## src/rtl/desc_chain_pkg.sv

```systemverilog
package desc_chain_pkg;
  localparam int DESC_BYTES = 16;
  localparam int CNT_W      = 16;

  localparam logic [3:0] OP_OUT_LAST = 4'd1;
  localparam logic [3:0] OP_STORE    = 4'd4;
  localparam logic [3:0] OP_LOAD     = 4'd5;
  localparam logic [3:0] OP_NOP      = 4'd6;
  localparam logic [3:0] OP_STOP     = 4'd7;

  typedef enum logic [2:0] {MS_W0, MS_W1, MS_W2, MS_BYTE, MS_WORD, MS_DEP, MS_STAT} memsel_e;

  typedef struct packed {
    logic    capW0, capW1, capW2;
    logic    capRd, capIn, capLoad;
    logic    step, goNext, goBranch;
    memsel_e sel;
  } ctl_t;

  typedef struct packed {
    logic [3:0] op;
    logic [2:0] key;
    logic [1:0] intrPol, brPol, waitPol;
    logic       addrZero, cntZero, lastByte;
  } info_t;

  function automatic logic polHit(input logic [1:0] pol, input logic cond);
    case (pol)
      2'd0:    return 1'b0;
      2'd1:    return cond;
      2'd2:    return !cond;
      default: return 1'b1;
    endcase
  endfunction
endpackage

```

## src/rtl/desc_chain_dp.sv

```systemverilog
module desc_chain_dp import desc_chain_pkg::*; #(
  parameter int ADDR_W = 32
) (
  input  logic              clk,
  input  logic              rstN,
  input  ctl_t              ctl,
  input  logic              ptrWrEn,
  input  logic [ADDR_W-1:0] ptrData,
  input  logic [15:0]       statWord,
  input  logic [31:0]       memRdata,
  input  logic [7:0]        inData,
  output logic [ADDR_W-1:0] cmdPtr,
  output logic [ADDR_W-1:0] memAddr,
  output logic [31:0]       memWdata,
  output logic [3:0]        memStrb,
  output logic [7:0]        outData,
  output info_t             info
);
  localparam logic [ADDR_W-1:0] ALIGN16 = ~ADDR_W'(DESC_BYTES - 1);

  logic [CNT_W-1:0]  reqCount, byteIdx;
  logic [3:0]        op;
  logic [2:0]        key;
  logic [5:0]        pol;
  logic [ADDR_W-1:0] dataAddr;
  logic [31:0]       cmdDep;
  logic [7:0]        byteBuf;

  logic [ADDR_W-1:0] byteAddr, wordAddr;
  logic              sz4, sz2;
  logic [4:0]        byteSh, wordSh;
  logic [31:0]       storeVal, loadVal;
  logic [3:0]        sizeMask;

  assign byteAddr = dataAddr + ADDR_W'(byteIdx);
  assign byteSh   = {byteAddr[1:0], 3'b000};
  assign sz4      = reqCount[2];
  assign sz2      = !reqCount[2] && reqCount[1];
  assign wordAddr = sz4 ? (dataAddr & ~ADDR_W'(3)) : sz2 ? (dataAddr & ~ADDR_W'(1)) : dataAddr;
  assign wordSh   = {wordAddr[1:0], 3'b000};
  assign storeVal = sz4 ? cmdDep : sz2 ? {16'h0, cmdDep[31:16]} : {24'h0, cmdDep[31:24]};
  assign sizeMask = sz4 ? 4'hF : sz2 ? 4'h3 : 4'h1;
  assign loadVal  = memRdata >> wordSh;

  always_comb begin
    memAddr  = cmdPtr;
    memWdata = '0;
    memStrb  = 4'h0;
    case (ctl.sel)
      MS_W1:   memAddr = cmdPtr + ADDR_W'(4);
      MS_W2:   memAddr = cmdPtr + ADDR_W'(8);
      MS_BYTE: begin
        memAddr  = byteAddr & ~ADDR_W'(3);
        memWdata = {4{byteBuf}};
        memStrb  = 4'h1 << byteAddr[1:0];
      end
      MS_WORD: begin
        memAddr  = wordAddr & ~ADDR_W'(3);
        memWdata = storeVal << wordSh;
        memStrb  = sizeMask << wordAddr[1:0];
      end
      MS_DEP: begin
        memAddr  = cmdPtr + ADDR_W'(8);
        memWdata = cmdDep;
        memStrb  = 4'hF;
      end
      MS_STAT: begin
        memAddr  = cmdPtr + ADDR_W'(12);
        memWdata = {statWord, 16'h0};
        memStrb  = (op[3:2] == 2'b00) ? 4'hF : 4'hC;
      end
      default: ;
    endcase
  end

  always_ff @(posedge clk or negedge rstN) begin
    if (!rstN) begin
      cmdPtr <= '0; reqCount <= '0; byteIdx <= '0; op <= '0; key <= '0;
      pol <= '0; dataAddr <= '0; cmdDep <= '0; byteBuf <= '0;
    end else begin
      if (ptrWrEn)      cmdPtr <= ptrData & ALIGN16;
      if (ctl.goNext)   cmdPtr <= cmdPtr + ADDR_W'(DESC_BYTES);
      if (ctl.goBranch) cmdPtr <= ADDR_W'(cmdDep) & ALIGN16;
      if (ctl.capW0) begin
        reqCount <= memRdata[15:0];
        op       <= memRdata[31:28];
        key      <= memRdata[26:24];
        pol      <= memRdata[21:16];
        byteIdx  <= '0;
      end
      if (ctl.capW1)  dataAddr <= ADDR_W'(memRdata);
      if (ctl.capW2)  cmdDep   <= memRdata;
      if (ctl.capRd)  byteBuf  <= 8'(memRdata >> byteSh);
      if (ctl.capIn)  byteBuf  <= inData;
      if (ctl.step)   byteIdx  <= byteIdx + 1'b1;
      if (ctl.capLoad)
        cmdDep <= sz4 ? loadVal
                : sz2 ? {loadVal[15:0], cmdDep[15:0]}
                      : {loadVal[7:0], cmdDep[23:0]};
    end
  end

  assign outData       = byteBuf;
  assign info.op       = op;
  assign info.key      = key;
  assign info.intrPol  = pol[5:4];
  assign info.brPol    = pol[3:2];
  assign info.waitPol  = pol[1:0];
  assign info.addrZero = (dataAddr == '0);
  assign info.cntZero  = (reqCount == '0);
  assign info.lastByte = (byteIdx == reqCount - 1'b1);
endmodule

```

## src/rtl/desc_chain_ctrl.sv

```systemverilog
module desc_chain_ctrl import desc_chain_pkg::*; (
  input  logic        clk,
  input  logic        rstN,
  input  logic        runIn,
  input  logic        pauseIn,
  input  logic        wakeIn,
  input  logic [7:0]  devStat,
  input  logic        intrCond,
  input  logic        branchCond,
  input  logic        waitCond,
  input  logic        memAck,
  input  logic        outReady,
  input  logic        inValid,
  input  info_t       info,
  output ctl_t        ctl,
  output logic        memReq,
  output logic        memWe,
  output logic        outValid,
  output logic        outLast,
  output logic        inReady,
  output logic        irq,
  output logic        chActive,
  output logic        chDead,
  output logic        chBt,
  output logic        chWake,
  output logic [15:0] statWord
);
  typedef enum logic [3:0] {S_IDLE, S_F0, S_F1, S_F2, S_DEC, S_ORD, S_OPUSH, S_IPULL,
                            S_IWR, S_WMEM, S_WAIT, S_WDEP, S_WSTAT, S_ADV} state_e;
  state_e st;
  logic   runQ, isXfer, isWord, killNow, waitHit, intrHit, brHit;

  assign isXfer  = (info.op[3:2] == 2'b00);
  assign isWord  = (info.op == OP_STORE) || (info.op == OP_LOAD);
  assign killNow = info.op[3]
                 || (isXfer && (info.key > 3'd3 || info.addrZero))
                 || (isWord && (info.key == 3'd5 || info.key == 3'd7));
  assign waitHit = polHit(info.waitPol, waitCond);
  assign intrHit = polHit(info.intrPol, intrCond);
  assign brHit   = polHit(info.brPol, branchCond);
  assign statWord = {runIn, pauseIn, 1'b0, chWake, chDead, chActive, 1'b0, chBt, devStat};

  always_comb begin
    ctl = '0;
    ctl.sel = MS_W0;
    memReq = 1'b0; memWe = 1'b0; outValid = 1'b0; outLast = 1'b0; inReady = 1'b0;
    case (st)
      S_F0:    begin memReq = 1'b1; ctl.capW0 = memAck; end
      S_F1:    begin memReq = 1'b1; ctl.sel = MS_W1; ctl.capW1 = memAck; end
      S_F2:    begin memReq = 1'b1; ctl.sel = MS_W2; ctl.capW2 = memAck; end
      S_ORD:   begin memReq = 1'b1; ctl.sel = MS_BYTE; ctl.capRd = memAck; end
      S_OPUSH: begin
        outValid = 1'b1;
        outLast  = (info.op == OP_OUT_LAST) && info.lastByte;
        ctl.step = outReady;
      end
      S_IPULL: begin inReady = 1'b1; ctl.capIn = inValid; end
      S_IWR:   begin memReq = 1'b1; memWe = 1'b1; ctl.sel = MS_BYTE; ctl.step = memAck; end
      S_WMEM:  begin
        memReq = 1'b1; memWe = (info.op == OP_STORE); ctl.sel = MS_WORD;
        ctl.capLoad = memAck && (info.op == OP_LOAD);
      end
      S_WDEP:  begin memReq = 1'b1; memWe = 1'b1; ctl.sel = MS_DEP; end
      S_WSTAT: begin memReq = 1'b1; memWe = 1'b1; ctl.sel = MS_STAT; end
      S_ADV:   begin
        ctl.goBranch = !isWord && brHit;
        ctl.goNext   = isWord || !brHit;
      end
      default: ;
    endcase
  end

  always_ff @(posedge clk or negedge rstN) begin
    if (!rstN) begin
      st <= S_IDLE; runQ <= 1'b0; irq <= 1'b0;
      chActive <= 1'b0; chDead <= 1'b0; chBt <= 1'b0; chWake <= 1'b0;
    end else begin
      irq  <= 1'b0;
      runQ <= runIn;
      case (st)
        S_IDLE:  if (runIn && chActive && !pauseIn) begin st <= S_F0; chWake <= 1'b0; end
        S_F0:    if (memAck) st <= S_F1;
        S_F1:    if (memAck) st <= S_F2;
        S_F2:    if (memAck) st <= S_DEC;
        S_DEC: begin
          if (info.op == OP_STOP) begin
            chActive <= 1'b0; chDead <= 1'b0; st <= S_IDLE;
          end else if (killNow) begin
            chDead <= 1'b1; chActive <= 1'b0; irq <= 1'b1; st <= S_IDLE;
          end else if (info.op == OP_NOP || (isXfer && info.cntZero)) st <= S_WAIT;
          else if (isWord)     st <= S_WMEM;
          else if (info.op[1]) st <= S_IPULL;
          else                 st <= S_ORD;
        end
        S_ORD:   if (memAck) st <= S_OPUSH;
        S_OPUSH: if (outReady) st <= info.lastByte ? S_WAIT : S_ORD;
        S_IPULL: if (inValid) st <= S_IWR;
        S_IWR:   if (memAck) st <= info.lastByte ? S_WAIT : S_IPULL;
        S_WMEM:  if (memAck) st <= S_WAIT;
        S_WAIT:  if (!waitHit) st <= (info.op == OP_LOAD) ? S_WDEP : S_WSTAT;
        S_WDEP:  if (memAck) st <= S_WSTAT;
        S_WSTAT: if (memAck) st <= S_ADV;
        S_ADV: begin
          irq  <= intrHit;
          chBt <= !isWord && brHit;
          st   <= S_IDLE;
        end
        default: st <= S_IDLE;
      endcase
      if (runIn && !runQ) begin chActive <= 1'b1; chDead <= 1'b0; end
      else if (!runIn && runQ) begin chActive <= 1'b0; chDead <= 1'b0; end
      if (wakeIn) begin chActive <= 1'b1; chWake <= 1'b1; end
      if (pauseIn && st == S_IDLE) chActive <= 1'b0;
    end
  end
endmodule

```

## src/rtl/desc_chain_seq.sv

```systemverilog
module desc_chain_seq import desc_chain_pkg::*; #(
  parameter int ADDR_W = 32
) (
  input  logic              clk,
  input  logic              rstN,
  input  logic              runIn,
  input  logic              pauseIn,
  input  logic              wakeIn,
  input  logic              ptrWrite,
  input  logic [ADDR_W-1:0] ptrData,
  input  logic [7:0]        devStat,
  input  logic              intrCond,
  input  logic              branchCond,
  input  logic              waitCond,
  output logic              memReq,
  output logic              memWe,
  output logic [ADDR_W-1:0] memAddr,
  output logic [31:0]       memWdata,
  output logic [3:0]        memStrb,
  input  logic              memAck,
  input  logic [31:0]       memRdata,
  output logic              outValid,
  output logic [7:0]        outData,
  output logic              outLast,
  input  logic              outReady,
  input  logic              inValid,
  input  logic [7:0]        inData,
  output logic              inReady,
  output logic              irq,
  output logic              chActive,
  output logic              chDead,
  output logic              chBt,
  output logic              chWake,
  output logic [ADDR_W-1:0] cmdPtr
);
  ctl_t        ctl;
  info_t       info;
  logic [15:0] statWord;
  logic        ptrWrEn;

  assign ptrWrEn = ptrWrite && !runIn && !chActive;

  desc_chain_ctrl u_ctrl (
    .clk(clk), .rstN(rstN), .runIn(runIn), .pauseIn(pauseIn), .wakeIn(wakeIn),
    .devStat(devStat), .intrCond(intrCond), .branchCond(branchCond), .waitCond(waitCond),
    .memAck(memAck), .outReady(outReady), .inValid(inValid), .info(info), .ctl(ctl),
    .memReq(memReq), .memWe(memWe), .outValid(outValid), .outLast(outLast),
    .inReady(inReady), .irq(irq), .chActive(chActive), .chDead(chDead), .chBt(chBt),
    .chWake(chWake), .statWord(statWord)
  );

  desc_chain_dp #(.ADDR_W(ADDR_W)) u_dp (
    .clk(clk), .rstN(rstN), .ctl(ctl), .ptrWrEn(ptrWrEn), .ptrData(ptrData),
    .statWord(statWord), .memRdata(memRdata), .inData(inData), .cmdPtr(cmdPtr),
    .memAddr(memAddr), .memWdata(memWdata), .memStrb(memStrb), .outData(outData),
    .info(info)
  );
endmodule

```

## config.mk

```make
export PLATFORM = sky130hd
export DESIGN_NAME = desc_chain_seq
export DESIGN_NICKNAME = d
export VERILOG_FILES = /design/src/rtl/desc_chain_pkg.sv /design/src/rtl/desc_chain_dp.sv /design/src/rtl/desc_chain_ctrl.sv /design/src/rtl/desc_chain_seq.sv
export SDC_FILE = /design/constraint.sdc
export NUM_CORES = 1
export LEC_CHECK = 0
export ABC_AREA = 1
export BUFFER_PORTS_ARGS = -buffer_cell sky130_fd_sc_hd__buf_2
export CORE_MARGIN = 5
export CORE_UTILIZATION = 30
export CTS_CLUSTER_SIZE = 8
export DETAILED_ROUTE_END_ITERATION = 10
export HOLD_SLACK_MARGIN = 0.02
export PLACE_DENSITY = 0.54
export SLEW_MARGIN = 20
export SYNTH_ARGS = -nofsm -noshare
export SYNTH_HDL_FRONTEND = slang
export SYNTH_SLANG_ARGS = --single-unit
```

## constraint.sdc

```tcl
create_clock -name clk -period 3 [get_ports clk]
set_input_delay 0.15 -clock clk [delete_from_list [all_inputs] [get_ports clk]]
set_output_delay 0.15 -clock clk [all_outputs]
set_load 0.01 [all_outputs]
```

==> reports/qor.csv, run 1 <==
metric,value,unit
Worst EP required,2.85,ns
WS Path Type,register to output pin,
Ports,210,
crit path max-delay cell type,dfrtp_1,
post-synthesis sequential area ratio,31.29,%
first-pass GRT wire length,85640,um
CP arrival,2.74,ns
Hold Path Class,input pin to register,
Bufs on Longest Clock Path,2,
starting DRC count in detailed routing,1538,
WL met1,26280,um
"Clk Latency, worst-skew pair",0.44,ns
final std cells w/o fill,2578,
Multi-input gate area,0.007506,sq mm
via count,14356,
fillers,4504,
Most used DFF post-synth,dfrtp_1,
Power per Cell Area,959.6,mW/mm^2
H-tree Lvls,4,
number of flops mapped to enable cells by yosys,0,
Site Rows,74,
WL met2,26280,um
Setup crit start,u_dp.reqCount[2],
Max Fclk,346.1,MHz
Netlist cell types,61,
skew final,0.01463,ns
fraction of layout cells with a size suffix above 1,19.31,%
Die X,212.6,um
initial antenna violation count,0,
worst rel slew slack,36.90,%
CTS tree,built,
cells on worst reg2reg path,10,
Syn Inst Count,1828,
nets@finish,2148,
CP Cell Sequence,nor2_2 > buf_6 > nand3_1 > nor2_4 > nand3_1 > nand3_1 > nand2_1 > nor2_1 > nand2_1 > nor2_1 > nand3_1 > nor3_2 > buf_2,
Vias per Instance,5.569,
VDD IR-drop max,0.4329,mV
simple-gate share of the synthesized area,27.64,%
Worst R2R Setup Slack,0.37,ns
most frequent cells in the layout,"435 x nand2_1, 226 x inv_1, 198 x buf_2",
Netlist Area Pre-Place,0.01231,sq mm
met3 wire len,4340,um
post-route core utilization,36.99,%
crit path launch type,register,
PortBufs,199,
Worst Hold Slack,0.04245,ns
drt pass-1 iters,6,
fin crit period,2.890,ns
CP endpoint,outLast,
Clock transition at path regs,0.07,ns
status,finished clean,
post-synthesis mux area share,0.1626,%
Leakage,6.948,nW
ratio of final minimum period to clock period,96.32,%
RR Startpoint,u_ctrl.st[3],
placed cell count,2531,
Placer Congestion,0.9835,
Synth Area in XOR/XNOR,2.103,%
area grow syn2layout,22.36,%
Final Hold Viols,0,
"Avg Cell Area, Syn",6.736,sq um
Initial Utilization,30.23,%
Chip Height,212.6,um
Worst-Margin Slew,0.9454,ns
WL/cell,22.62,um
largest family of logic cells by synthesized area,simple AND/OR/NAND/NOR gates,
register area,0.003861,sq mm
global route overflow,0,
reg-to-reg endpoint,u_dp.cmdDep[0],
clock sink count,154,
largest net degree at the start of global routing,85,
Most common cell on crit path,nand3_1,
Final setup viols,0,
crit path capture type,output pin,
Post-Route WL,58310,um
Max Slew Vio Count,0,
largest fanout on the critical path,11,
# DRC,0,
uppermost layer routed,met4,
Async SR Flop Fraction,100.0,%
die area,0.04520,sq mm
"most common cell after layout, fill and taps aside",nand2_1,
CTS root buf,clkbuf_16,
via count of the first global-routing pass,13492,
"flops & latches, synth",154,
max incr delay on CP,0.42,ns
Detail Placement HPWL,46380,um
RSZ-0062 raised after global routing,true,
CTS Buf Count,17,
synth warn,0,
Routed Antenna Nets,0,
ant diodes,0,
Core ar.,0.04074,sq mm
post-synthesis adder-cell area fraction,2.296,%
Compound-Gate Fraction of Synth Area,26.18,%
gr usage total,25.02,%
Max-Cap Viols,0,
through the flow:
step	area, sq um	setup WS [ns]	TNS, ns	power [W]
2_1_floorplan	12330	0.7266	0	0.008577
3_3_place_gp	14040	0.2090	0	0.01181
3_5_place_dp	14040	0.1949	0	0.01185
4_1_cts	14800	0.006359	0	0.01416
5_1_grt	15070	-0.06208	-0.08095	0.01544
6_report	15070	0.1105	0	0.01446
layout make-up:
cell class	count	share of cell area, %
Clock buffer	21	3.056
Tap cell	532	4.418
Clock inverter	10	0.7888
Inverter	243	6.103
Timing Repair Buffer	260	10.20
Sequential cell	154	25.62
Multi-Input combinational cell	1358	49.81
cells by family after synthesis:
group / Yosys count
other cells: 1
buf+inv: 321
fa+ha+maj: 22
xor+xnor: 28
mux: 2
flops: 154
simple gates: 777
compound gates: 523
metal layers:
layer,global-route usage (%),vias to the layer above
met3,3.010,82
li1,-,6691
met5,0,-
met1,36.31,6920
met4,6.776,0
met2,39.53,663
power breakdown:
| part | switching (W) | internal, W | leakage (nW) |
|---|---|---|---|
| Sequential | 0.00128 | 0.00296 | 1.87 |
| Combinational | 0.00527 | 0.00274 | 4.80 |
| Clock | 0.000942 | 0.00127 | 0.276 |
| Total | 0.00749 | 0.00696 | 6.95 |
worst min-delay path by stage:
stage	start	endpoint	slack, ns	cells past startpoint
5_1_grt	memRdata[2]	u_dp.reqCount[2]	0.05	3
2_1_floorplan	rstN	u_ctrl.chActive	-0.15	0
3_3_place_gp	rstN	u_dp.cmdPtr[19]	0.30	1
6_report	memRdata[2]	u_dp.reqCount[2]	0.04	3
3_5_place_dp	rstN	u_dp.cmdPtr[17]	0.30	1
4_1_cts	ptrData[31]	u_dp.cmdPtr[31]	0.02	3
flip-flops by register name (all words and copies together), names as in the netlist:
signal / count
u_dp.cmdDep: 32
u_dp.dataAddr: 32
u_dp.cmdPtr: 28
u_dp.byteIdx: 16
u_dp.reqCount: 16
u_dp.outData: 8
u_dp.pol: 6
u_ctrl.st: 4
u_dp.op: 4
u_dp.key: 2
u_ctrl.chActive: 1
u_ctrl.chBt: 1
u_ctrl.chDead: 1
u_ctrl.chWake: 1
u_ctrl.irq: 1
u_ctrl.runQ: 1
worst max-delay path: cells and delay by family (launching register included):
family        cells  cell delay (ns)
simple gates     11             1.50
flops             1             0.42
buf+inv           2             0.37
cells in the mapped netlist, drive strengths merged (9+ instances only):
master,instances,share of area (%)
buf,31,1.4
nand2,446,14
o22ai,34,1.7
dfrtp,154,31
o2111ai,9,0.64
inv,241,7.4
or2,10,0.51
ha,21,2.1
nor3,42,2.2
clkbuf,47,1.4
xor2,22,1.6
nor2,137,4.9
o21ai,209,8.5
o221ai,32,2.3
nand4,24,1.2
o211ai,42,2.6
nand3,104,4.4
a21oi,104,4.3
o32ai,10,0.71
a22oi,26,1.6
nor4,9,0.46
a221oi,25,1.8
repair_timing:
action | in CTS | in global routing
hold buffers | 9 | 0
endpoints found under the hold margin | 90 | 0
setup endpoints to repair | 22 | 28
gates resized for setup | 24 | 46
pin swaps | 2 | 10
buffers inserted | 0 | 7
No activity file was read; power rests on OpenSTA's default activity.
==> inputs of run 2 (changes only) <==
--- a/config.mk
+++ b/config.mk
@@ -7,12 +7,15 @@
 export LEC_CHECK = 0
 export ABC_AREA = 1
 export BUFFER_PORTS_ARGS = -buffer_cell sky130_fd_sc_hd__buf_2
+export CELL_PAD_IN_SITES_DETAIL_PLACEMENT = 1
+export CELL_PAD_IN_SITES_GLOBAL_PLACEMENT = 1
 export CORE_MARGIN = 5
 export CORE_UTILIZATION = 30
 export CTS_CLUSTER_SIZE = 8
 export DETAILED_ROUTE_END_ITERATION = 10
 export HOLD_SLACK_MARGIN = 0.02
-export PLACE_DENSITY = 0.54
+export PLACE_DENSITY = 0.69
+export RECOVER_POWER = 50
 export SLEW_MARGIN = 20
 export SYNTH_ARGS = -nofsm -noshare
 export SYNTH_HDL_FRONTEND = slang
==> reports/qor.csv, run 2 (same netlist as run 1, synthesis figures left out) <==
metric,value,unit,change
max incr delay on CP,0.44,ns,was 0.42 ns
Bufs on Longest Clock Path,2,,unchanged
Final setup viols,0,,unchanged
gr usage total,26.46,%,was 25.02%
Initial Utilization,30.23,%,unchanged
fin crit period,2.873,ns,was 2.890 ns
largest fanout on the critical path,4,,was 11
"Clk Latency, worst-skew pair",0.46,ns,was 0.44 ns
Die X,212.6,um,unchanged
initial antenna violation count,0,,unchanged
most frequent cells in the layout,"433 x nand2_1, 226 x inv_1, 184 x o21ai_0",,"was 435 x nand2_1, 226 x inv_1, 198 x buf_2"
skew final,0.01299,ns,was 0.01463 ns
via count of the first global-routing pass,14645,,was 13492
# DRC,0,,unchanged
Post-Place Worst Slack,0.1806,ns,was 0.1949 ns
Placed Area,0.01411,sq mm,was 0.01404 sq mm
fraction of layout cells with a size suffix above 1,18.12,%,was 19.31%
CP top delay family,compound AO/OA/AOI/OAI gates,,was simple AND/OR/NAND/NOR gates
via count,14578,,was 14356
die area,0.04520,sq mm,unchanged
CTS Buf Count,17,,unchanged
cells on worst reg2reg path,11,,was 10
crit path max-delay cell type,dfrtp_1,,unchanged
CTS tree,built,,unchanged
Hold Path Depth,5,,was 3
Worst EP required,2.85,ns,about the same
Post-Route WL,61650,um,was 58310 um
CP arrival,2.72,ns,was 2.74 ns
Most common cell on crit path,a21oi_1,,was nand3_1
crit path capture type,output pin,,unchanged
CP Cell Sequence,ha_1 > a21oi_1 > o21ai_0 > a21oi_1 > o21ai_2 > nand2_1 > o21ai_1 > or2_2 > nand3_1 > o221ai_1 > buf_2,,was nor2_2 > buf_6 > nand3_1 > nor2_4 > nand3_1 > nand3_1 > nand2_1 > nor2_1 > nand2_1 > nor2_1 > nand3_1 > nor3_2 > buf_2
clock sink count,154,,unchanged
Worst-Margin Slew,1.528,ns,was 0.9454 ns
ratio of final minimum period to clock period,95.75,%,was 96.32%
failing checks,"max-capacitance violations, max-slew violations",,
Max Slew Vio Count,55,,was 0
status,"complete, but fails checks",,was finished clean
Placer Congestion,0.9477,,was 0.9835
Routed Antenna Nets,0,,unchanged
Max-Cap Viols,1,,was 0
first-pass GRT wire length,90910,um,was 85640 um
fillers,5237,,was 4504
Vias per Instance,5.624,,was 5.569
Clock transition at path regs,0.08,ns,was 0.07 ns
H-tree Lvls,4,,unchanged
Max Fclk,348.1,MHz,was 346.1 MHz
Detail Placement HPWL,49490,um,was 46380 um
Power per Cell Area,984.9,mW/mm^2,was 959.6 mW/mm^2
Worst Hold Slack,0.03695,ns,was 0.04245 ns
WL/cell,23.79,um,was 22.62 um
post-route cell area,0.01517,sq mm,was 0.01507 sq mm
nets@finish,2159,,was 2148
VDD IR-drop max,0.6060,mV,was 0.4329 mV
crit path launch type,register,,unchanged
largest net degree at the start of global routing,65,,was 85
PortBufs,199,,unchanged
critical path depth,11,,was 13
Hold Path Class,input pin to register,,unchanged
area grow syn2layout,23.23,%,was 22.36%
Core ar.,0.04074,sq mm,unchanged
WS Path Type,register to output pin,,unchanged
starting DRC count in detailed routing,1485,,was 1538
Final WS setup,0.1274,ns,was 0.1105 ns
"most common cell after layout, fill and taps aside",nand2_1,,unchanged
drt pass-1 iters,5,,was 6
Ports,210,,unchanged
Leakage,6.899,nW,was 6.948 nW
CTS root buf,clkbuf_16,,unchanged
Chip Height,212.6,um,unchanged
biggest regs,"u_dp.cmdDep: 32 flops, u_dp.dataAddr: 32 flops, u_dp.cmdPtr: 28 flops",,unchanged
global route overflow,0,,unchanged
CP bufs+invs,1,,was 2
worst rel slew slack,-1.856,%,was 36.90%
Final Hold Viols,0,,unchanged
Site Rows,74,,unchanged
[run 2: repair_timing]
item,in CTS,in global routing
buffers inserted,3,4
pin swaps,1,7
cloned,0,0
hold endpoints to repair,62,0
setup endpoints to repair,26,34
gates resized for setup,25,64
hold buffers,11,0
[run 2: final timing paths]
kind	start	endpoint	slack, ns
worst max register to register	u_ctrl.st[0]	u_dp.cmdPtr[6]	0.35
min in group asynchronous	rstN	u_dp.reqCount[11]	0.60
worst min-delay path	ptrData[4]	u_dp.cmdPtr[4]	0.04
worst max-delay path	u_dp.byteIdx[4]	memAddr[27]	0.13
max in group asynchronous	rstN	u_dp.dataAddr[8]	0.70
worst min register to register	u_dp.key[0]	u_dp.key[0]	0.50
[run 2: routing by layer]
metal / track usage (%) / vias to the layer above / routed length [um]
met5: 0 / - / 0
met3: 3.187 / 87 / 3784
li1: - / 6715 / -
met1: 37.30 / 7246 / 27650
met4: 8.078 / 0 / 1807
met2: 42.67 / 530 / 28410
[run 2: per-stage QoR]
step	TNS [ns]	power (W)	utilization, %	std cells
CTS	0	0.01472	36.73	2586
global placement	0	0.01194	34.64	2540
global route	-0.02802	0.01591	37.24	2590
detailed placement	0	0.01215	34.64	2540
floorplan	0	0.008577	-	1833
finish	0	0.01495	37.25	2592
[run 2: tightest hold or removal path, stage by stage]
cell and delay, ns:
buf_2 0.08, nand2_1 0.05, nand2_1 0.06, o22ai_1 0.07, inv_1 0.05
[run 2: area by class of cell]
type	count	area, sq um	share of cell area, %
diodes	2	5.005	0.03298
clock buffers	18	429.2	2.828
clock inverters	14	207.7	1.369
inverters	243	922.1	6.077
multi-input cells	1358	7551	49.76
flip-flops and latches	154	3864	25.46
well taps	532	665.6	4.387
repair buffers	271	1530	10.08
[run 2: report_power, final]
part           switching, W  internal (W)  total (W)
Sequential          0.00128       0.00296    0.00424
Combinational       0.00553       0.00271    0.00824
Clock               0.00104       0.00142    0.00246
Total               0.00786       0.00709     0.0149
